==> src/rtl/sb_pkg.sv <==
package sb_pkg;

  typedef enum logic [1:0] {
    OPC_INT = 2'd0,
    OPC_MUL = 2'd1,
    OPC_ADD = 2'd2,
    OPC_DIV = 2'd3
  } opclass_e;

  typedef enum logic [1:0] {
    PH_IDLE     = 2'd0,
    PH_WAIT_OPS = 2'd1,
    PH_EXEC     = 2'd2,
    PH_WAIT_WB  = 2'd3
  } phase_e;

  // latency of unit index u: 0 integer, 1..nmul multipliers, then adder, divider
  function automatic int unit_latency(int u, int nmul, int li, int lm, int la, int ld);
    if (u == 0) return li;
    if (u <= nmul) return lm;
    if (u == nmul + 1) return la;
    return ld;
  endfunction

  // counter width able to hold the largest latency
  function automatic int lat_bits(int li, int lm, int la, int ld);
    int m;
    m = li;
    if (lm > m) m = lm;
    if (la > m) m = la;
    if (ld > m) m = ld;
    return $clog2(m + 1);
  endfunction

endpackage

==> src/rtl/sb_wb_arbiter.sv <==
module sb_wb_arbiter #(
  parameter int N  = 5,
  parameter int CW = 3
) (
  input  logic [N-1:0]  req,
  output logic [N-1:0]  grant,
  output logic [CW-1:0] code
);
  // fixed priority: lowest index wins
  always_comb begin
    grant = '0;
    code  = '0;
    for (int i = N - 1; i >= 0; i--) begin
      if (req[i]) begin
        grant    = '0;
        grant[i] = 1'b1;
        code     = CW'(i + 1);
      end
    end
  end
endmodule

==> src/rtl/sb_unit_slot.sv <==
module sb_unit_slot
  import sb_pkg::*;
#(
  parameter int RW      = 4,
  parameter int UCW     = 3,
  parameter int TAGW    = 4,
  parameter int LATW    = 6,
  parameter int LATENCY = 1
) (
  input  logic            clk,
  input  logic            rst_n,
  input  logic            issue_en,
  input  logic [RW-1:0]   iss_dst,
  input  logic [RW-1:0]   iss_src1,
  input  logic [RW-1:0]   iss_src2,
  input  logic [UCW-1:0]  iss_q1,
  input  logic [UCW-1:0]  iss_q2,
  input  logic [TAGW-1:0] iss_tag,
  input  logic            wb_any,
  input  logic [UCW-1:0]  wb_code,
  input  logic            wb_grant,
  output logic            busy,
  output logic [RW-1:0]   dst,
  output logic [RW-1:0]   src1,
  output logic [RW-1:0]   src2,
  output logic            rdy1,
  output logic            rdy2,
  output logic [TAGW-1:0] tag,
  output logic            read_fire,
  output logic            done_fire,
  output logic            wb_pending
);
  phase_e         ph;
  logic [UCW-1:0] q1, q2;
  logic [LATW-1:0] cnt;

  assign busy       = (ph != PH_IDLE);
  assign read_fire  = (ph == PH_WAIT_OPS) && rdy1 && rdy2;
  assign done_fire  = (ph == PH_EXEC) && (cnt == LATW'(1));
  assign wb_pending = (ph == PH_WAIT_WB);

  always_ff @(posedge clk) begin
    if (!rst_n) begin
      ph   <= PH_IDLE;
      dst  <= '0;
      src1 <= '0;
      src2 <= '0;
      tag  <= '0;
      q1   <= '0;
      q2   <= '0;
      rdy1 <= 1'b0;
      rdy2 <= 1'b0;
      cnt  <= '0;
    end else begin
      case (ph)
        PH_IDLE: begin
          if (issue_en) begin
            ph   <= PH_WAIT_OPS;
            dst  <= iss_dst;
            src1 <= iss_src1;
            src2 <= iss_src2;
            tag  <= iss_tag;
            q1   <= iss_q1;
            q2   <= iss_q2;
            rdy1 <= (iss_q1 == '0);
            rdy2 <= (iss_q2 == '0);
          end
        end
        PH_WAIT_OPS: begin
          if (read_fire) begin
            ph   <= PH_EXEC;
            cnt  <= LATW'(LATENCY);
            rdy1 <= 1'b0;
            rdy2 <= 1'b0;
          end else begin
            if (wb_any && !rdy1 && (q1 == wb_code)) begin
              rdy1 <= 1'b1;
              q1   <= '0;
            end
            if (wb_any && !rdy2 && (q2 == wb_code)) begin
              rdy2 <= 1'b1;
              q2   <= '0;
            end
          end
        end
        PH_EXEC: begin
          cnt <= cnt - LATW'(1);
          if (cnt == LATW'(1)) ph <= PH_WAIT_WB;
        end
        PH_WAIT_WB: begin
          if (wb_grant) ph <= PH_IDLE;
        end
        default: ph <= PH_IDLE;
      endcase
    end
  end

  // the controller only hands an instruction to an idle unit
  p_issue_idle_r1: assert property (@(posedge clk) disable iff (!rst_n)
    issue_en |-> (ph == PH_IDLE));

  // readiness flags are consumed by the operand read
  p_ready_clear_r2: assert property (@(posedge clk) disable iff (!rst_n)
    read_fire |=> (!rdy1 && !rdy2));

  // an executing unit always has cycles left to count
  p_cnt_live_r5: assert property (@(posedge clk) disable iff (!rst_n)
    (ph == PH_EXEC) |-> (cnt != '0));

  // a write grant only reaches a unit holding a finished result
  p_grant_done_r6: assert property (@(posedge clk) disable iff (!rst_n)
    wb_grant |-> (ph == PH_WAIT_WB));
endmodule

==> src/rtl/sb_scoreboard_ctrl.sv <==
module sb_scoreboard_ctrl
  import sb_pkg::*;
#(
  parameter int NUM_MUL = 2,
  parameter int NREG    = 16,
  parameter int TAGW    = 4,
  parameter int CYCW    = 16,
  parameter int LAT_INT = 1,
  parameter int LAT_MUL = 10,
  parameter int LAT_ADD = 2,
  parameter int LAT_DIV = 40,
  localparam int NU     = NUM_MUL + 3,
  localparam int RW     = $clog2(NREG)
) (
  input  logic               clk,
  input  logic               rst_n,
  input  logic               in_valid,
  input  logic [1:0]         in_op,
  input  logic [RW-1:0]      in_dst,
  input  logic [RW-1:0]      in_src1,
  input  logic [RW-1:0]      in_src2,
  output logic               in_ready,
  output logic               iss_fire,
  output logic [TAGW-1:0]    iss_tag,
  output logic [CYCW-1:0]    cycle_no,
  output logic [NU-1:0]      rd_fire,
  output logic [NU-1:0]      done_fire,
  output logic [NU-1:0]      wb_fire,
  output logic [NU*TAGW-1:0] unit_tags
);
  localparam int UCW  = $clog2(NU + 1);
  localparam int LATW = lat_bits(LAT_INT, LAT_MUL, LAT_ADD, LAT_DIV);
  localparam int ADD_U = NUM_MUL + 1;
  localparam int DIV_U = NUM_MUL + 2;

  // per-register result owner (0 = none)
  logic [UCW-1:0] owner [NREG];

  // unit status as seen by the rest of the controller
  logic [NU-1:0]   u_busy, u_rdy1, u_rdy2, u_wbp;
  logic [RW-1:0]   u_dst  [NU];
  logic [RW-1:0]   u_src1 [NU];
  logic [RW-1:0]   u_src2 [NU];
  logic [TAGW-1:0] u_tag  [NU];

  // named internal events
  logic [$clog2(NU)-1:0] tgt;
  logic                  tgt_free;
  logic [UCW-1:0]        iss_ucode;
  logic [UCW-1:0]        iss_q1, iss_q2;
  logic [NU-1:0]         war_block;
  logic [NU-1:0]         wb_req;
  logic [UCW-1:0]        wb_code;
  logic                  wb_any;
  logic [RW-1:0]         wb_dst;
  logic [TAGW-1:0]       next_tag;

  // ---------------- issue: pick the unit for this class
  always_comb begin
    tgt      = '0;
    tgt_free = 1'b0;
    case (opclass_e'(in_op))
      OPC_INT: begin
        tgt      = '0;
        tgt_free = !u_busy[0];
      end
      OPC_MUL: begin
        for (int m = NUM_MUL; m >= 1; m--) begin
          if (!u_busy[m]) begin
            tgt      = ($clog2(NU))'(m);
            tgt_free = 1'b1;
          end
        end
      end
      OPC_ADD: begin
        tgt      = ($clog2(NU))'(ADD_U);
        tgt_free = !u_busy[ADD_U];
      end
      default: begin
        tgt      = ($clog2(NU))'(DIV_U);
        tgt_free = !u_busy[DIV_U];
      end
    endcase
  end

  assign iss_ucode = UCW'(tgt) + UCW'(1);
  assign in_ready  = tgt_free && (owner[in_dst] == '0);
  assign iss_fire  = in_valid && in_ready;
  assign iss_tag   = next_tag;

  // a producer writing in the issue cycle is treated as already done
  always_comb begin
    iss_q1 = owner[in_src1];
    iss_q2 = owner[in_src2];
    if (wb_any && iss_q1 == wb_code) iss_q1 = '0;
    if (wb_any && iss_q2 == wb_code) iss_q2 = '0;
  end

  // ---------------- unit slots
  for (genvar u = 0; u < NU; u++) begin : g_unit
    localparam int ULAT = unit_latency(u, NUM_MUL, LAT_INT, LAT_MUL, LAT_ADD, LAT_DIV);
    sb_unit_slot #(
      .RW(RW), .UCW(UCW), .TAGW(TAGW), .LATW(LATW), .LATENCY(ULAT)
    ) slot_i (
      .clk        (clk),
      .rst_n      (rst_n),
      .issue_en   (iss_fire && (tgt == ($clog2(NU))'(u))),
      .iss_dst    (in_dst),
      .iss_src1   (in_src1),
      .iss_src2   (in_src2),
      .iss_q1     (iss_q1),
      .iss_q2     (iss_q2),
      .iss_tag    (next_tag),
      .wb_any     (wb_any),
      .wb_code    (wb_code),
      .wb_grant   (wb_fire[u]),
      .busy       (u_busy[u]),
      .dst        (u_dst[u]),
      .src1       (u_src1[u]),
      .src2       (u_src2[u]),
      .rdy1       (u_rdy1[u]),
      .rdy2       (u_rdy2[u]),
      .tag        (u_tag[u]),
      .read_fire  (rd_fire[u]),
      .done_fire  (done_fire[u]),
      .wb_pending (u_wbp[u])
    );
    assign unit_tags[u*TAGW +: TAGW] = u_tag[u];
  end

  // ---------------- write-back: WAR hold, then fixed priority
  always_comb begin
    war_block = '0;
    for (int u = 0; u < NU; u++) begin
      for (int f = 0; f < NU; f++) begin
        if (f != u &&
            ((u_rdy1[f] && u_src1[f] == u_dst[u]) ||
             (u_rdy2[f] && u_src2[f] == u_dst[u])))
          war_block[u] = 1'b1;
      end
    end
  end

  assign wb_req = u_wbp & ~war_block;

  sb_wb_arbiter #(.N(NU), .CW(UCW)) arb_i (
    .req   (wb_req),
    .grant (wb_fire),
    .code  (wb_code)
  );

  assign wb_any = |wb_fire;

  always_comb begin
    wb_dst = '0;
    for (int u = 0; u < NU; u++) if (wb_fire[u]) wb_dst = u_dst[u];
  end

  // ---------------- owner table, tag and cycle counters
  always_ff @(posedge clk) begin
    if (!rst_n) begin
      for (int r = 0; r < NREG; r++) owner[r] <= '0;
      next_tag <= '0;
      cycle_no <= CYCW'(1);
    end else begin
      cycle_no <= cycle_no + CYCW'(1);
      if (wb_any) owner[wb_dst] <= '0;
      if (iss_fire) begin
        owner[in_dst] <= iss_ucode;
        next_tag      <= next_tag + TAGW'(1);
      end
    end
  end

  // in-flight destinations are pairwise distinct
  for (genvar a = 0; a < NU; a++) begin : g_waw_a
    for (genvar b = a + 1; b < NU; b++) begin : g_waw_b
      p_waw_r3: assert property (@(posedge clk) disable iff (!rst_n)
        (u_busy[a] && u_busy[b]) |-> (u_dst[a] != u_dst[b]));
    end
  end

  // issue records the owning unit for the destination
  p_owner_set_r4: assert property (@(posedge clk) disable iff (!rst_n)
    iss_fire |=> (owner[$past(in_dst)] == $past(iss_ucode)));

  // the arbiter never grants a unit held by an unread source
  for (genvar u = 0; u < NU; u++) begin : g_war_chk
    p_war_r6: assert property (@(posedge clk) disable iff (!rst_n)
      wb_fire[u] |-> !war_block[u]);
  end

  // a single write per cycle
  p_wb_onehot_r8: assert property (@(posedge clk) disable iff (!rst_n)
    $onehot0(wb_fire));
endmodule

==> config.mk <==
export PLATFORM = sky130hd
export DESIGN_NAME = sb_scoreboard_ctrl
export DESIGN_NICKNAME = d
export VERILOG_FILES = /design/src/rtl/sb_pkg.sv /design/src/rtl/sb_wb_arbiter.sv /design/src/rtl/sb_unit_slot.sv /design/src/rtl/sb_scoreboard_ctrl.sv
export SDC_FILE = /design/constraint.sdc
export NUM_CORES = 1
export LEC_CHECK = 0
export ABC_AREA = 1
export CAP_MARGIN = 30
export CORE_MARGIN = 2
export CORE_UTILIZATION = 55
export CTS_CLUSTER_SIZE = 30
export DETAILED_ROUTE_END_ITERATION = 10
export DONT_BUFFER_PORTS = 1
export MAX_ROUTING_LAYER = met4
export PLACE_DENSITY = 0.7
export SKIP_LAST_GASP = 1
export SLEW_MARGIN = 40
export SYNTH_ARGS = -nofsm -noshare
export SYNTH_HDL_FRONTEND = slang
export SYNTH_SLANG_ARGS = --single-unit
export TNS_END_PERCENT = 1
==> constraint.sdc <==
create_clock -name clk -period 3 [get_ports clk]
set_input_delay 0.15 -clock clk [delete_from_list [all_inputs] [get_ports clk]]
set_output_delay 0.15 -clock clk [all_outputs]
set_load 0.005 [all_outputs]
==> results of run 1 <==
path summary, 6_finish.rpt:
kind	end	from	slack, ns
worst min-delay path	g_unit[1].slot_i.ph[0]$_SDFFE_PN0P_	rst_n	-0.03
worst max-delay path	owner[9][2]$_SDFFCE_PN0P_	g_unit[0].slot_i.src2[0]$_SDFFE_PN0P_	0.03
worst max register to register	owner[9][2]$_SDFFCE_PN0P_	g_unit[0].slot_i.src2[0]$_SDFFE_PN0P_	0.03
worst min register to register	cycle_no[0]$_SDFF_PN1_	cycle_no[0]$_SDFF_PN1_	0.46
what timing repair did:
action,CTS,global route
endpoints found under the hold margin,161,0
setup endpoints to repair,36,90
setup buffers,0,2
gates resized for setup,1,13
pin swaps,0,1
hold buffers,15,0
state kept, by name, summed over array words and instances (netlist names):
name	flops
g_unit.slot_i.src2	20
g_unit.slot_i.dst	20
owner	48
g_unit.slot_i.rdy1	5
g_unit.slot_i.tag	20
g_unit.slot_i.q1	15
g_unit.slot_i.q2	15
iss_tag	4
g_unit.slot_i.src1	20
g_unit.slot_i.cnt	30
cycle_no	16
g_unit.slot_i.ph	10
g_unit.slot_i.rdy2	5
where the power goes:
part           internal [W]  switching, W  total (W)
clock               0.00191       0.00131    0.00323
sequential          0.00346      0.000326    0.00379
combinational       0.00107       0.00194    0.00301
kinds of logic (layout without fill, tap and decap cells):
kind of cell             Yosys count  in the layout
AO/OA/AOI/OAI                    468            468
XOR/XNOR                          76             76
buffers and inverters            358            392
AND/OR/NAND/NOR                  985            985
other                              0              2
flip-flops                       228            228
adder cells (fa/ha/maj)           35             35
cells in the mapped netlist (all sizes together) (11+ instances only):
master / n
dfxtp: 180
inv: 239
buf: 58
xor2: 25
ha: 35
xnor2: 51
o21ai: 201
o22ai: 11
nand3: 144
nand2: 478
nor3: 37
nor2: 293
a21oi: 201
clkbuf: 59
edfxtp: 48
o211ai: 30
layout by cell type (no fill, tap or decap), types with 26 or more instances in the layout:
cell / n
nor3_1: 36
edfxtp_1: 48
nand3_1: 135
o21ai_0: 184
clkbuf_16: 26
ha_1: 35
inv_1: 219
nand2_1: 468
o211ai_1: 29
xnor2_1: 51
a21oi_1: 196
buf_4: 84
nor2_1: 273
dfxtp_1: 176
final cells by class:
cell class                 instances  area [µm²]
multi-input combinational       1564        7864
inverter                         241       913.4
tap                              335       419.2
clock inverter                     8       110.1
clock buffer                      40       755.7
timing repair buffer             103       878.3
fill                            2426        9916
antenna                            2       5.005
sequential                       228        5050
worst min-delay path: stages:
cell and delay (ns):
buf_16 0.16, nand2_1 0.11, a21oi_1 0.04
metrics by stage:
| step | setup TNS, ns | setup slack, ns | cell area [µm²] |
|---|---|---|---|
| floorplan | 0 | 0.5122 | 14420 |
| global placement | 0 | 0.002670 | 14890 |
| detailed placement | -0.9833 | -0.05608 | 14890 |
| CTS | 0 | 0.03943 | 15920 |
| global route | -3.299 | -0.1020 | 16000 |
| finish | 0 | 0.03036 | 16000 |
layer usage:
metal / global-route usage (%) / wire, µm / vias up / part of all wire, %
li1: - / - / 7032 / -
met1: 47.98 / 20720 / 6507 / 43
met2: 54.03 / 21070 / 760 / 44
met3: 4.766 / 4709 / 129 / 9.7
met4: 12.82 / 1897 / 0 / 3.9
met5: - / 0 / - / 0
==> flow_summary_export.csv, run 1 <==
group,metric,value,unit
logic_synthesis,synth-main-ff-cell,"dfxtp_1",
cts,cts.clk_slew.worst_paths,0.06,ns
logic_synthesis,synth_compound_area_share,17.60,%
power_and_ir_drop,leakage,6.506,nW
logic_synthesis,synth_cell_types,54,
cts,cts_buffers,26,
die,rows,59,
worst_setup_path,cp_max_fo,6,
worst_setup_path,crit_arrival,3.20,ns
layout,final_core_util,61.73,%
logic_synthesis,synth_xor_area_share,4.617,%
logic_synthesis,synth_area,14420,µm²
cts,cts_max_level,1,
logic_synthesis,synth_top_family_by_area,"simple AND/OR/NAND/NOR gates",
sta,worst_pin_slew,0.7406,ns
worst_setup_path,crit_chain,"inv_1, nand2_1, nand2_1, nor2_1, nand3_1, nand2_1, nor2_1, nand3_1, nand3_4, nor2_2, nand2_1, o211ai_4, inv_1, nor2_2, nand3_1, nand3_1",
logic_synthesis,synth_edf_count,48,
placed_design,gp_congestion,1.032,
worst_setup_path,cp.depth,16,
power_and_ir_drop,powerDensity,626.9,nW/µm²
worst_setup_path,rr_worst_depth,16,
die,dieArea,27520,µm²
logic_synthesis,yosys.area_share.adder,3.038,%
flow_run,cap_violations,0,
sta,hold_violations,5,
routing,drt_iter0_markers,1706,
outcome,status,"complete, but fails checks",
die,die_h,165.9,µm
global_route,antenna_found_initial,2,
worst_setup_path,path_class,"reg -> reg",
die,ios,74,
logic_synthesis,synth_seq_cells,228,
worst_setup_path,worst_setup_path_end_kind,"flop",
logic_synthesis,synthArstFlopShare,0,%
die,initial_core_util,55.64,%
routing,post_drt_wl_per_cell,19.20,µm
cts,clk_latency,0.54,ns
logic_synthesis,ys_seq_area_share,34.99,%
worst_setup_path,cpMaxStageDelayCell,"dfxtp_1",
logic_synthesis,syn_inst,2150,
routing,dr.pass1.iters,7,
layout,fin_cells,2521,
global_route,grt_max_degree,126,
logic_synthesis,netlist.area_leader.share,25.00,%
cts,cts.sinks,228,
global_route,grt_first_pass_wirelength,75.47,mm
layout,final_layout_size_suffix_gt1_share,9.570,%
power_and_ir_drop,ir_worst_vdd,614.0,µV
logic_synthesis,yosysWarnings,0,
routing,ant_nets,0,
routing,drc,0,
logic_synthesis,synth_area_leaders,"dfxtp_1 25%, nand2_1 12%, edfxtp_1 10%",
sta,min_period,2.970,ns
sta,slew_violations,0,
routing,num_vias,14430,
hold_path,holdPathStages,3,
logic_synthesis,muxShareOfSynthArea,0,%
sta,clock_skew,0.01719,ns
sta,setup_viol,0,
worst_setup_path,startpoint_type,"flop",
hold_path,holdCritPathClass,"in -> reg",
outcome,failed_checks,"hold timing",
worst_setup_path,cp.required,3.23,ns
logic_synthesis,yosys.area.top_type,"dfxtp_1",
logic_synthesis,synthSimpleGateAreaFrac,28.95,%
worst_setup_path,crit_family,"simple AND/OR/NAND/NOR gates",
placed_design,port_buffers,0,
placed_design,dp_cells,2454,
worst_setup_path,max_stage_delay,0.45,ns
placed_design,dpl.hpwl,35.58,mm
die,core_area,25910,µm²
power_and_ir_drop,power,0.01003,W
sta,rsz0062_at_grt,"yes",
layout,area_growth_syn_to_layout,10.95,%
worst_setup_path,worst-path-buf-inv,2,
sta,relSlewSlack,50.63,%
die,die_x,165.9,µm
cts,root_buffer,"clkbuf_16",
logic_synthesis,syn-num-nets,2202,
sta,hold_ws,-0.02524,ns
cts,cts_buffer_depth,3,
routing,wirelength,48.40,mm
global_route,first_global_vias,13490,
sta,fin_crit_sh,98.99,%
routing,viasPerCell,5.723,
layout,final_nets,2216,
cts,cts_tree,"built",
global_route,track_usage,35.29,%
sta,max_freq,0.3367,GHz
global_route,overflow,0,
logic_synthesis,syn_area_per_cell,6.705,µm²
Power figures use the tool's default switching activity.
==> inputs of run 2 (changes only) <==
Settings changed: ABC_CLOCK_PERIOD_IN_PS from default to 3000, CORE_ASPECT_RATIO from default to 1.75, SLEW_MARGIN 40 to 20.
==> flow_summary_export.csv, run 2 (synthesis results as in run 1) <==
group,metric,value,unit
cts,cts.sinks,228,
layout,antenna_cells,0,
layout,fillCellCount,2370,
cts,clk_latency,0.54,ns
layout,mostFrequentLayoutCells,"462 x nand2_1, 269 x nor2_1, 212 x inv_1",
global_route,first_global_vias,14560,
worst_setup_path,cp_max_fo,6,
routing,post_drt_wl_per_cell,21.11,µm
die,dieArea,27570,µm²
layout,seqCellArea,5065,µm²
worst_setup_path,cpMaxStageDelayCell,"dfxtp_1",
die,rows,78,
routing,drt_iter0_markers,1189,
worst_setup_path,crit_path_frequent_cell,"nand3_1",
routing,wirelength,54.65,mm
cts,cts_buffer_depth,3,
die,die_h,218.2,µm
hold_path,holdCritPathClass,"in -> reg",
power_and_ir_drop,powerDensity,599.7,nW/µm²
global_route,grt_first_pass_wirelength,81.56,mm
layout,final_nets,2306,
power_and_ir_drop,p_sw_share,36.20,%
power_and_ir_drop,switching_power,0.003641,W
layout,final_common_cell,"nand2_1",
layout,area_growth_syn_to_layout,16.34,%
power_and_ir_drop,leakage,6.920,nW
layout,regMostFlops,"owner",
placed_design,placed_area,15360,µm²
cts,cts_buffers,23,
outcome,status,"completed",
global_route,overflow,0,
sta,setup_viol,0,
sta,slew_violations,0,
worst_setup_path,worst_setup_path_end_kind,"flop",
sta,max_freq,0.3403,GHz
placed_design,port_buffers,0,
die,ios,74,
layout,final_cell_area,16770,µm²
worst_setup_path,cp.required,3.23,ns
placed_design,place_ws,-0.1374,ns
layout,reg_top3,"owner: 48 flops, g_unit.slot_i.cnt: 30 flops",
flow_run,cap_violations,0,
routing,drc,0,
die,core_area,25860,µm²
cts,root_buffer,"clkbuf_16",
worst_setup_path,crit_chain,"buf_4, nand2_1, nor2_1, nand3_1, nand2_1, nor2_1, nand3_1, buf_4, nand3_4, nor2_4, inv_1, o211ai_2, nand2_1, inv_2, nand3_1, nand3_1",
global_route,grt_max_degree,126,
sta,setup_slack,0.06162,ns
cts,cts_tree,"built",
sta,min_period,2.938,ns
sta,relSlewSlack,53.23,%
worst_setup_path,startpoint_type,"flop",
sta,rsz0062_at_grt,"yes",
routing,num_vias,15060,
die,die_x,126.4,µm
placed_design,dpl.hpwl,40.22,mm
sta,hold_violations,0,
sta,fin_crit_sh,97.95,%
worst_setup_path,crit_arrival,3.16,ns
layout,largest_reg_flops,48,
worst_setup_path,worst-path-buf-inv,4,
power_and_ir_drop,power,0.01006,W
routing,dr.pass1.iters,5,
cts,cts_max_level,1,
layout,multiInputGateArea,7901,µm²
worst_setup_path,crit_family,"simple AND/OR/NAND/NOR gates",
sta,clock_skew,0.01628,ns
power_and_ir_drop,ir_worst_vdd,577.5,µV
power_and_ir_drop,p_int,0.006418,W
layout,final_layout_size_suffix_gt1_share,13.09,%
routing,viasPerCell,5.817,
power_and_ir_drop,power_frac_comb,33.1,%
worst_setup_path,max_stage_delay,0.48,ns
placed_design,gp_congestion,1.047,
cts,cts.clk_slew.worst_paths,0.07,ns
power_and_ir_drop,pwr-share-clk,29.3,%
global_route,antenna_found_initial,0,
power_and_ir_drop,pwr-share-seq,37.6,%
worst_setup_path,path_class,"reg -> reg",
sta,worst_pin_slew,0.7015,ns
sta,tns,0,ns
sta,hold_ws,0.01266,ns
routing,ant_nets,0,
global_route,track_usage,39.53,%
die,initial_core_util,55.74,%
==> run 2: layer usage <==
layer	up-vias	global-route usage, %	part of all wire (%)
met5	-	-	0
met2	589	69.11	50
met4	0	24.32	7.8
met3	224	5.483	6.5
met1	7046	41.81	35
li1	7201	-	-
==> run 2: worst reg2reg max path, stage by stage (launching register included) <==
cell and delay [ns]:
dfxtp_1 0.48, buf_4 0.21, nand2_1 0.06, nor2_1 0.09
nand3_1 0.07, nand2_1 0.12, nor2_1 0.10, nand3_1 0.12
buf_4 0.14, nand3_4 0.13, nor2_4 0.17, inv_1 0.10
o211ai_2 0.30, nand2_1 0.18, inv_2 0.12, nand3_1 0.11
nand3_1 0.15
==> run 2: power groups by stage <==
stage                     registers (W)  logic [W]  clock network, W
final                           0.00378    0.00333           0.00295
after global routing            0.00382    0.00366           0.00308
after CTS                       0.00377    0.00318           0.00297
after detailed placement        0.00383    0.00308                 0
after global placement          0.00382    0.00302                 0
after floorplan                 0.00372    0.00216                 0
==> run 2: what timing repair did <==
| item | CTS | global route |
|---|---|---|
| gates resized for setup | 5 | 61 |
| setup endpoints to repair | 73 | 119 |
| pin swaps | 0 | 6 |
| endpoints found under the hold margin | 152 | 109 |
| setup buffers | 0 | 7 |
| hold buffers | 32 | 12 |
==> run 2: cell type report <==
type,count,area share (%)
Multi-Input combinational cell,1564,47.11
Sequential cell,228,30.20
Timing Repair Buffer,196,10.32
Inverter,241,5.558
Clock buffer,31,3.857
Tap cell,320,2.387
Clock inverter,9,0.5744
==> run 2: path summary, 6_finish.rpt <==
check	startpoint	slack [ns]	end	cells after the start
max	g_unit[0].slot_i.rdy1$_SDFFE_PN0P_	0.06	owner[13][2]$_SDFFCE_PN0P_	16
min	rst_n	0.01	g_unit[1].slot_i.ph[0]$_SDFFE_PN0P_	3
max reg2reg	g_unit[0].slot_i.rdy1$_SDFFE_PN0P_	0.06	owner[13][2]$_SDFFCE_PN0P_	16
min reg2reg	g_unit[3].slot_i.q1[1]$_SDFFE_PN0P_	0.48	g_unit[3].slot_i.q1[1]$_SDFFE_PN0P_	2
==> run 2: metrics by stage <==
step,utilization [%],cells
final,64.85,2589
after global routing,64.85,2589
after detailed placement,59.40,2498
after CTS,63.54,2570
after floorplan,-,2150
after global placement,59.40,2498
